$ cat src/rtl/csel_pkg.sv
package csel_pkg;

  typedef enum logic [1:0] {
    MODE_GPIO = 2'd0,
    MODE_RD   = 2'd1,
    MODE_WR   = 2'd2,
    MODE_RW   = 2'd3
  } pin_mode_e;

  // configuration register indices
  localparam int REG_LATCH  = 0;
  localparam int REG_MODE   = 1;
  localparam int REG_MASK   = 2;
  localparam int REG_POLIRQ = 3;
  localparam int REG_BASE0  = 4;

endpackage

$ cat src/rtl/csel_regs.sv
module csel_regs
  import csel_pkg::*;
#(
  parameter int NPINS  = 4,
  parameter int AW     = 16,
  parameter int DW     = 8,
  parameter int CFG_AW = 4,
  parameter int NIRQ   = 2,
  parameter int MASKW  = 2
) (
  input  logic                             clk,
  input  logic                             rst,
  input  logic                             cfg_we,
  input  logic [CFG_AW-1:0]                cfg_addr,
  input  logic [DW-1:0]                    cfg_wdata,
  output logic [NPINS-1:0]                 latch_o,
  output logic [NPINS-1:0][1:0]            mode_o,
  output logic [NPINS-1:0][MASKW-1:0]      mask_o,
  output logic [NPINS-1:0]                 inv_o,
  output logic [NIRQ-1:0]                  irq_en_o,
  output logic [NPINS-1:0][AW-1:0]         base_o
);

  localparam int BYTES = AW / DW;

  always_ff @(posedge clk) begin
    if (rst) begin
      latch_o  <= '1;
      mode_o   <= '0;
      mask_o   <= '0;
      inv_o    <= '0;
      irq_en_o <= '0;
    end else if (cfg_we) begin
      if (cfg_addr == CFG_AW'(REG_LATCH))
        latch_o <= cfg_wdata[NPINS-1:0];
      if (cfg_addr == CFG_AW'(REG_MODE))
        mode_o <= cfg_wdata[2*NPINS-1:0];
      if (cfg_addr == CFG_AW'(REG_MASK))
        mask_o <= cfg_wdata[MASKW*NPINS-1:0];
      if (cfg_addr == CFG_AW'(REG_POLIRQ)) begin
        inv_o    <= cfg_wdata[NPINS-1:0];
        irq_en_o <= cfg_wdata[NPINS +: NIRQ];
      end
    end
  end

  for (genvar gp = 0; gp < NPINS; gp++) begin : g_pin
    for (genvar gb = 0; gb < BYTES; gb++) begin : g_byte
      logic [DW-1:0] q;
      always_ff @(posedge clk) begin
        if (rst)
          q <= '0;
        else if (cfg_we && cfg_addr == CFG_AW'(REG_BASE0 + gp*BYTES + gb))
          q <= cfg_wdata;
      end
      assign base_o[gp][gb*DW +: DW] = q;
    end
  end

endmodule

$ cat src/rtl/csel_strobe.sv
module csel_strobe
  import csel_pkg::*;
#(
  parameter int AW    = 16,
  parameter int MASKW = 2
) (
  input  logic             clk,
  input  logic             rst,
  input  logic [AW-1:0]    addr,
  input  logic             rd_n,
  input  logic             wr_n,
  input  logic [AW-1:0]    base,
  input  logic [MASKW-1:0] mask,
  input  logic [1:0]       mode,
  input  logic             inv,
  input  logic             latch,
  output logic             pin_out,
  output logic             pin_oe
);

  logic [AW-1:0] keep;
  logic          hit;
  logic          fire;

  always_comb begin
    keep = {AW{1'b1}} << mask;
    hit  = ((addr ^ base) & keep) == '0;
    fire = hit & ((mode[0] & ~rd_n) | (mode[1] & ~wr_n));
  end

  always_ff @(posedge clk) begin
    if (rst) begin
      pin_out <= 1'b1;
      pin_oe  <= 1'b0;
    end else if (mode == MODE_GPIO) begin
      pin_out <= latch;
      pin_oe  <= ~latch;
    end else begin
      pin_out <= fire ^ ~inv;
      pin_oe  <= 1'b1;
    end
  end

  // I/O mode drives the latch, enable only for a low latch
  assert_gpio_follows_latch_R2: assert property (@(posedge clk) disable iff (rst)
    (mode == MODE_GPIO) |=> (pin_out == $past(latch) && pin_oe == !$past(latch)));

  // strobe pin with no bus access sits at its idle level
  assert_idle_without_access_R4: assert property (@(posedge clk) disable iff (rst)
    (mode != MODE_GPIO && rd_n && wr_n) |=> (pin_out == !$past(inv) && pin_oe));

  // unmasked compare rejects any differing address
  assert_full_compare_R5: assert property (@(posedge clk) disable iff (rst)
    (mode != MODE_GPIO && mask == '0 && addr != base) |=> (pin_out == !$past(inv)));

endmodule

$ cat src/rtl/csel_sync.sv
module csel_sync #(
  parameter int STAGES = 2
) (
  input  logic clk,
  input  logic rst,
  input  logic d,
  output logic q
);

  logic [STAGES-1:0] sr;

  always_ff @(posedge clk) begin
    if (rst) sr <= '1;
    else     sr <= {sr[STAGES-2:0], d};
  end

  assign q = sr[STAGES-1];

endmodule

$ cat src/rtl/csel_port.sv
module csel_port
  import csel_pkg::*;
#(
  parameter int NPINS       = 4,
  parameter int AW          = 16,
  parameter int DW          = 8,
  parameter int CFG_AW      = 4,
  parameter int NIRQ        = 2,
  parameter int MASKW       = 2,
  parameter int SYNC_STAGES = 2
) (
  input  logic              clk,
  input  logic              rst,
  input  logic [AW-1:0]     bus_addr,
  input  logic              bus_rd_n,
  input  logic              bus_wr_n,
  input  logic              cfg_we,
  input  logic [CFG_AW-1:0] cfg_addr,
  input  logic [DW-1:0]     cfg_wdata,
  input  logic [NPINS-1:0]  pin_in,
  output logic [NPINS-1:0]  pin_out,
  output logic [NPINS-1:0]  pin_oe,
  output logic [NPINS-1:0]  pin_level,
  output logic [NIRQ-1:0]   irq_req
);

  localparam int IRQ_BASE = NPINS - NIRQ;

  logic [NPINS-1:0]            latch_w;
  logic [NPINS-1:0][1:0]       mode_w;
  logic [NPINS-1:0][MASKW-1:0] mask_w;
  logic [NPINS-1:0]            inv_w;
  logic [NIRQ-1:0]             irq_en_w;
  logic [NPINS-1:0][AW-1:0]    base_w;

  csel_regs #(
    .NPINS(NPINS), .AW(AW), .DW(DW), .CFG_AW(CFG_AW), .NIRQ(NIRQ), .MASKW(MASKW)
  ) u_regs (
    .clk(clk), .rst(rst), .cfg_we(cfg_we), .cfg_addr(cfg_addr), .cfg_wdata(cfg_wdata),
    .latch_o(latch_w), .mode_o(mode_w), .mask_o(mask_w), .inv_o(inv_w),
    .irq_en_o(irq_en_w), .base_o(base_w)
  );

  for (genvar gi = 0; gi < NPINS; gi++) begin : g_pin
    csel_strobe #(.AW(AW), .MASKW(MASKW)) u_strobe (
      .clk(clk), .rst(rst), .addr(bus_addr), .rd_n(bus_rd_n), .wr_n(bus_wr_n),
      .base(base_w[gi]), .mask(mask_w[gi]), .mode(mode_w[gi]), .inv(inv_w[gi]),
      .latch(latch_w[gi]), .pin_out(pin_out[gi]), .pin_oe(pin_oe[gi])
    );
    csel_sync #(.STAGES(SYNC_STAGES)) u_sync (
      .clk(clk), .rst(rst), .d(pin_in[gi]), .q(pin_level[gi])
    );
  end

  logic [NIRQ-1:0] prev_q;
  logic [NIRQ-1:0] irq_q;

  for (genvar gk = 0; gk < NIRQ; gk++) begin : g_irq
    logic armed;
    assign armed = irq_en_w[gk] && (mode_w[IRQ_BASE+gk] == MODE_GPIO);

    always_ff @(posedge clk) begin
      if (rst) begin
        prev_q[gk] <= 1'b1;
        irq_q[gk]  <= 1'b0;
      end else begin
        prev_q[gk] <= pin_level[IRQ_BASE+gk];
        irq_q[gk]  <= armed & prev_q[gk] & ~pin_level[IRQ_BASE+gk];
      end
    end

    // a request lasts exactly one cycle
    assert_irq_single_pulse_R9: assert property (@(posedge clk) disable iff (rst)
      irq_q[gk] |=> !irq_q[gk]);

    // no request unless enabled and in I/O mode
    assert_irq_gated_R10: assert property (@(posedge clk) disable iff (rst)
      !armed |=> !irq_q[gk]);
  end

  assign irq_req = irq_q;

endmodule

$ cat config.mk
export PLATFORM = sky130hd
export DESIGN_NAME = csel_port
export DESIGN_NICKNAME = d
export VERILOG_FILES = /design/src/rtl/csel_pkg.sv /design/src/rtl/csel_regs.sv /design/src/rtl/csel_strobe.sv /design/src/rtl/csel_sync.sv /design/src/rtl/csel_port.sv
export SDC_FILE = /design/constraint.sdc
export NUM_CORES = 1
export LEC_CHECK = 0
export BUFFER_PORTS_ARGS = -buffer_cell sky130_fd_sc_hd__buf_2
export CAP_MARGIN = 20
export CELL_PAD_IN_SITES_DETAIL_PLACEMENT = 0
export CELL_PAD_IN_SITES_GLOBAL_PLACEMENT = 1
export CORE_MARGIN = 1.5
export CORE_UTILIZATION = 35
export CTS_CLUSTER_DIAMETER = 150
export DETAILED_ROUTE_END_ITERATION = 12
export PLACE_DENSITY_LB_ADDON = 0.1
export SETUP_SLACK_MARGIN = 0.1
export SLEW_MARGIN = 20
export SYNTH_ARGS = -nofsm -noshare
export SYNTH_HDL_FRONTEND = slang
export SYNTH_SLANG_ARGS = --single-unit
$ cat constraint.sdc
create_clock -name clk -period 1.2 [get_ports clk]
set_input_delay 0.12 -clock clk [delete_from_list [all_inputs] [get_ports clk]]
set_output_delay 0.12 -clock clk [all_outputs]
set_load 0.005 [all_outputs]
==> After elaboration in Yosys (flattened, before gate mapping) <==
Index checks and enable logic that the tools add are counted.
{ "classes": {"n_reduce_logical": 23, "eq_ne": 11, "mux": 8, "shifts": 4, "bitwise": 44} }
{ "ops": {"columns": ["operator", "count"], "rows": [
  ["bitwise AND 16 bit", 4],
  ["logical NOT 16 bit", 4],
  ["left shift 16 x 2 -> 16 bit (first input constant)", 4],
  ["XOR 16 bit", 4],
  ["bitwise AND 1 bit", 16],
  ["== test 4 x 3 -> 1 bit (second input constant)", 4],
  ["== test 4 bit (second input constant)", 4],
  ["inverter 1 bit", 12],
  ["logical AND 1 bit", 10],
  ["== test 4 x 2 -> 1 bit (second input constant)", 2],
  ["logical NOT 2 bit", 4],
  ["2-to-1 mux 1 bit", 8],
  ["AND reduction 2 bit", 4],
  ["== test 4 x 1 -> 1 bit (second input constant)", 1],
  ["logical NOT 4 bit", 1],
  ["OR 1 bit", 4],
  ["XOR 1 bit", 4]
]} }
{ "word_totals": {"elab_cells": 125, "ff_bits": 110, "in_bits": 37} }

==> Logic depth before layout (Yosys ltp) <==
{ "logic_depth": {"depth_word": 6, "depth_mapped": 6, "ltp_nobuf": 5} }

==> Hierarchy <==
A second synthesis with hierarchy kept.
{ "unflattened": {"cells_unflattened": 481, "hier_area_um2": 5038.6} }
{ "by_module_without_submodules": {"columns": ["mod", "cells_per_inst", "area_each_um2", "n_inst"], "rows": [
  ["csel_regs", 327, 3588.4, 1],
  ["csel_strobe", 32, 275.3, 4],
  ["csel_sync", 4, 52.6, 4],
  ["csel_port", 10, 138.9, 1]
]} }

==> Worst setup path after synthesis <==
OpenSTA, ideal clock, no wires.
{ "synth_timing": {"kind": "input to register", "from": "input bus_addr[15]", "to": "register g_pin[1].u_strobe.pin_out", "path_stages": 6, "n_path_buf": 1, "arrival_time_ps": 1071, "setup_time_ps": 125, "path_slack_ps": 3, "path_cell_list": "clkbuf_1 -> xnor2_1 -> o2111ai_1 -> nor3_1 -> mux2i_1 -> nand3_1"} }
{ "synth_between": {"elab_chain_len": 6} }
{ "synth_rtl": {"columns": ["element", "line_no", "rtl"], "rows": [
  ["start, declared", "csel_port.sv:14", "input logic [AW-1:0] bus_addr,"],
  ["XOR 16 bit", "csel_strobe.sv:27", "hit = ((addr ^ base) & keep) == '0;"],
  ["bitwise AND 16 bit", "csel_strobe.sv:27", null],
  ["logical NOT 16 bit", "csel_strobe.sv:27", null],
  ["bitwise AND 1 bit", "csel_strobe.sv:28", "fire = hit & ((mode[0] & ~rd_n) | (mode[1] & ~wr_n));"],
  ["XOR 1 bit", "csel_strobe.sv:39", "pin_out <= fire ^ ~inv;"],
  ["2-to-1 mux 1 bit", "csel_strobe.sv:35", "end else if (mode == MODE_GPIO) begin"],
  ["end signal, assigned", "csel_strobe.sv:36", "pin_out <= latch;"],
  ["end signal, assigned", "csel_strobe.sv:39", null],
  ["end, declared", "csel_strobe.sv:17", "output logic pin_out,"]
]} }
No other way between the ends.
A chain may end at the register's enable or synchronous reset.

==> Worst setup path after layout <==
{ "layout_timing": {"from": "register u_regs.g_pin[1].g_byte[0].q[5]", "to": "register g_pin[1].u_strobe.pin_out"} }
{ "layout_between": {"elab_chain_len": 6} }
{ "layout_rtl": {"columns": ["element", "line_no", "rtl"], "rows": [
  ["start, declared", "csel_regs.sv:49", "logic [DW-1:0] q;"],
  ["start signal, assigned", "csel_regs.sv:54", "q <= cfg_wdata;"],
  ["XOR 16 bit", "csel_strobe.sv:27", null],
  ["bitwise AND 16 bit", "csel_strobe.sv:27", null],
  ["logical NOT 16 bit", "csel_strobe.sv:27", null],
  ["bitwise AND 1 bit", "csel_strobe.sv:28", null],
  ["XOR 1 bit", "csel_strobe.sv:39", null],
  ["2-to-1 mux 1 bit", "csel_strobe.sv:35", null]
]} }
No other way between the ends.

==> impl_metrics.json <==
{
  "hold_class": "in2reg",
  "grt_usage_pct": 19.0,
  "worst_path_max_delay_cell": "dfxtp_1",
  "relSlewSlack_pct": 70.0,
  "path_class": "reg2reg",
  "cts-root-buf": "clkbuf_16",
  "min_period_ns": 1.46,
  "critPathMaxFanout": 2,
  "final_cells": 753,
  "finalSetupViolCount": 4,
  "syn-instance-count": 510,
  "netlist-cell-type-count": 32,
  "drv_slew": 0,
  "yosysMostFrequentCell": "dfxtp_1",
  "cts_buffers": 9,
  "wl_met3_um": 435,
  "routed.top_layer": "met4",
  "dp_hpwl_um": 9460,
  "wl_um": 13300,
  "grt_first_pass_wirelength_um": 20500,
  "failed_checks": "negative setup slack",
  "wl_met2_um": 6260,
  "drt_iter0_markers": 174,
  "fin_util_pct": 44.6,
  "postCtsSetupBuffers": 0,
  "rows": 43,
  "syn2layout_area_growth_pct": 25.2,
  "die_y_um": 122,
  "rsz0062_at_grt": "yes",
  "synth_area_um2": 4920,
  "synth_seq_cells": 110,
  "hold_viol": 0,
  "fin_nets": 605,
  "p_leak_nw": 2.56,
  "dieArea_um2": 14800,
  "fmax_ghz": 0.687,
  "slowest_delay_ns": 0.32,
  "skew_ns": 0.00530,
  "synth_edf_count": 0,
  "antenna_cells": 0,
  "ir_worst_vdd_uv": 593,
  "met1_length_um": 6450,
  "dpl_cell_area_um2": 5670,
  "drive_gt1_share_pct": 31.2,
  "htree_levels": 3,
  "placed_cells": 733,
  "startpoint_type": "flip-flop",
  "syn-num-nets": 547,
  "synth_top_area_cell": "dfxtp_1",
  "route.detailed.drc": 0,
  "ios": 51,
  "drv_cap": 0,
  "cp_num_buf_inv": 0,
  "path_cells": "xnor2_1 -> nand4_1 -> nor3_2 -> mux2i_1 -> nand3_1",
  "cp.required_ns": 1.43,
  "antenna_found_initial": 0,
  "cp_top_family": "simple AND/OR/NAND/NOR gates",
  "synth_flop_cell": "dfxtp_1",
  "synthTopCellsByArea": "dfxtp_1 (45%), mux2i_1 (18%), xnor2_1 (11%), nor2_1 (7.4%), clkbuf_1 (2.7%)",
  "final_cell_area_um2": 6160,
  "gp_congestion": 0.767,
  "final_antenna_net_count": 0,
  "fin_setup_tns_ns": -0.712,
  "clock_sinks": 110,
  "tightest_slew_ns": 0.451,
  "grt_max_degree": 45,
  "arrival_ns": 1.68,
  "ys.warnings.count": 0,
  "fin_crit_sh_pct": 121,
  "status": "finished with violations",
  "die_w_um": 122,
  "core_area_um2": 13800,
  "vias": 3555,
  "drtPass1Iterations": 4,
  "p_total_mw": 7.42,
  "cts_tree": "built",
  "netlist_top_cells_count": "dfxtp_1 (110), nor2_1 (97), mux2i_1 (90), xnor2_1 (64), clkbuf_1 (35)",
  "insertion_delay_ns": 0.35,
  "overflow": 0,
  "ys_seq_area_share_pct": 44.7,
  "portBuffers": 50,
  "grt_pass1_vias": 3560,
  "via_per_inst": 4.72,
  "p_per_area_nw_per_um2": 1200,
  "syn_avg_cell_area_um2": 9.65,
  "routedWlPerCell_um": 17.7,
  "clkTransAtPathRegs_ns": 0.07,
  "cp-end-kind": "flip-flop",
  "start_util_pct": 35.6,
  "ys_async_sr_fraction_pct": 0,
  "worst_slack_ns": -0.256,
  "synth_top_cell_area_share_pct": 44.7,
  "num-fill-cells": 1349,
  "cts_max_path_buffers": 2
}
==> sequential cells by signal, summed over array words and instances (netlist names) <==
signal	flops
g_pin.u_sync.sr	8
u_regs.mode_o	8
prev_q	2
u_regs.mask_o	8
u_regs.inv_o	4
u_regs.irq_en_o	2
g_pin.u_strobe.pin_oe	4
u_regs.g_pin.g_byte.q	64
g_pin.u_strobe.pin_out	4
u_regs.latch_o	4
irq_req	2
==> final timing paths <==
check	startpoint	to	slack, ns	cells past startpoint
worst max-delay path	u_regs.g_pin[1].g_byte[0].q[5]	g_pin[1].u_strobe.pin_out	-0.26	5
worst max register to register	u_regs.g_pin[1].g_byte[0].q[5]	g_pin[1].u_strobe.pin_out	-0.26	5
worst min register to register	g_pin[3].u_sync.sr[0]	g_pin[3].u_sync.sr[1]	0.41	1
worst min-delay path	cfg_wdata[7]	u_regs.g_pin[3].g_byte[1].q[7]	0.17	3
==> metal layers <==
layer | vias to the layer above | GRT usage (%)
met4 | 0 | 6.32
met5 | - | 0
met2 | 67 | 31.7
met3 | 15 | 3.04
li1 | 1800 | -
met1 | 1673 | 25.1
==> cell type report <==
cell class / count / area [µm²] / share of cell area [%]
multi-input cells: 348 / 2660 / 43.1
flip-flops and latches: 110 / 2230 / 36.1
repair buffers: 99 / 768 / 12.5
clock buffers: 13 / 270 / 4.38
well taps: 180 / 225 / 3.65
clock inverters: 3 / 17.5 / 0.284
==> tightest hold or removal path, cell delays in order <==
cell     delay [ns]
buf_2          0.17
mux2i_1        0.14
nor2_1         0.05
==> stage by stage <==
| stage | setup slack (ns) | hold WS (ns) |
|---|---|---|
| 2_1_floorplan | 0.0477 | 0.224 |
| 3_3_place_gp | -0.522 | 0.307 |
| 3_5_place_dp | -0.511 | 0.306 |
| 4_1_cts | -0.286 | 0.171 |
| 5_1_grt | -0.341 | 0.193 |
| 6_report | -0.256 | 0.173 |
==> cells by family after synthesis <==
logic type      count (synthesis)  synth area share [%]
mux                            90                  18.3
compound gates                 28                  3.86
simple gates                  166                  16.6
buf+inv                        52                  5.11
flops                         110                  44.7
xor+xnor                       64                  11.4
==> placed cells by master (no fill, tap or decap), drive strengths merged, types with 3 or more instances in the layout <==
master	count
nor2	101
a211o	4
nand2b	3
clkbuf	13
o21ai	4
nand3	9
mux2i	90
dlygate4sd3	4
xnor2	64
a21oi	8
nand2	5
nand4	9
o2111ai	4
nor2b	10
or2	10
nor4	4
o211ai	4
dfxtp	110
nor3	9
buf	95
and3	4
o31ai	4
==> timing repair <==
action                                  in CTS  in global routing
hold buffers                                 4                  0
pin swaps                                   17                  7
endpoints found under the hold margin        4                  0
endpoints found under the setup margin       5                  4
resized for setup                           26                  9
==> power breakdown <==
| part | switching [mW] | total [mW] | leakage (nW) | internal [mW] |
|---|---|---|---|---|
| clock | 1.35 | 2.92 | 0.142 | 1.58 |
| combinational | 0.412 | 0.755 | 1.52 | 0.343 |
| sequential | 0.0345 | 3.74 | 0.901 | 3.71 |
| total | 1.80 | 7.42 | 2.56 | 5.63 |
Note: power is estimated with default switching activity, not from simulation.
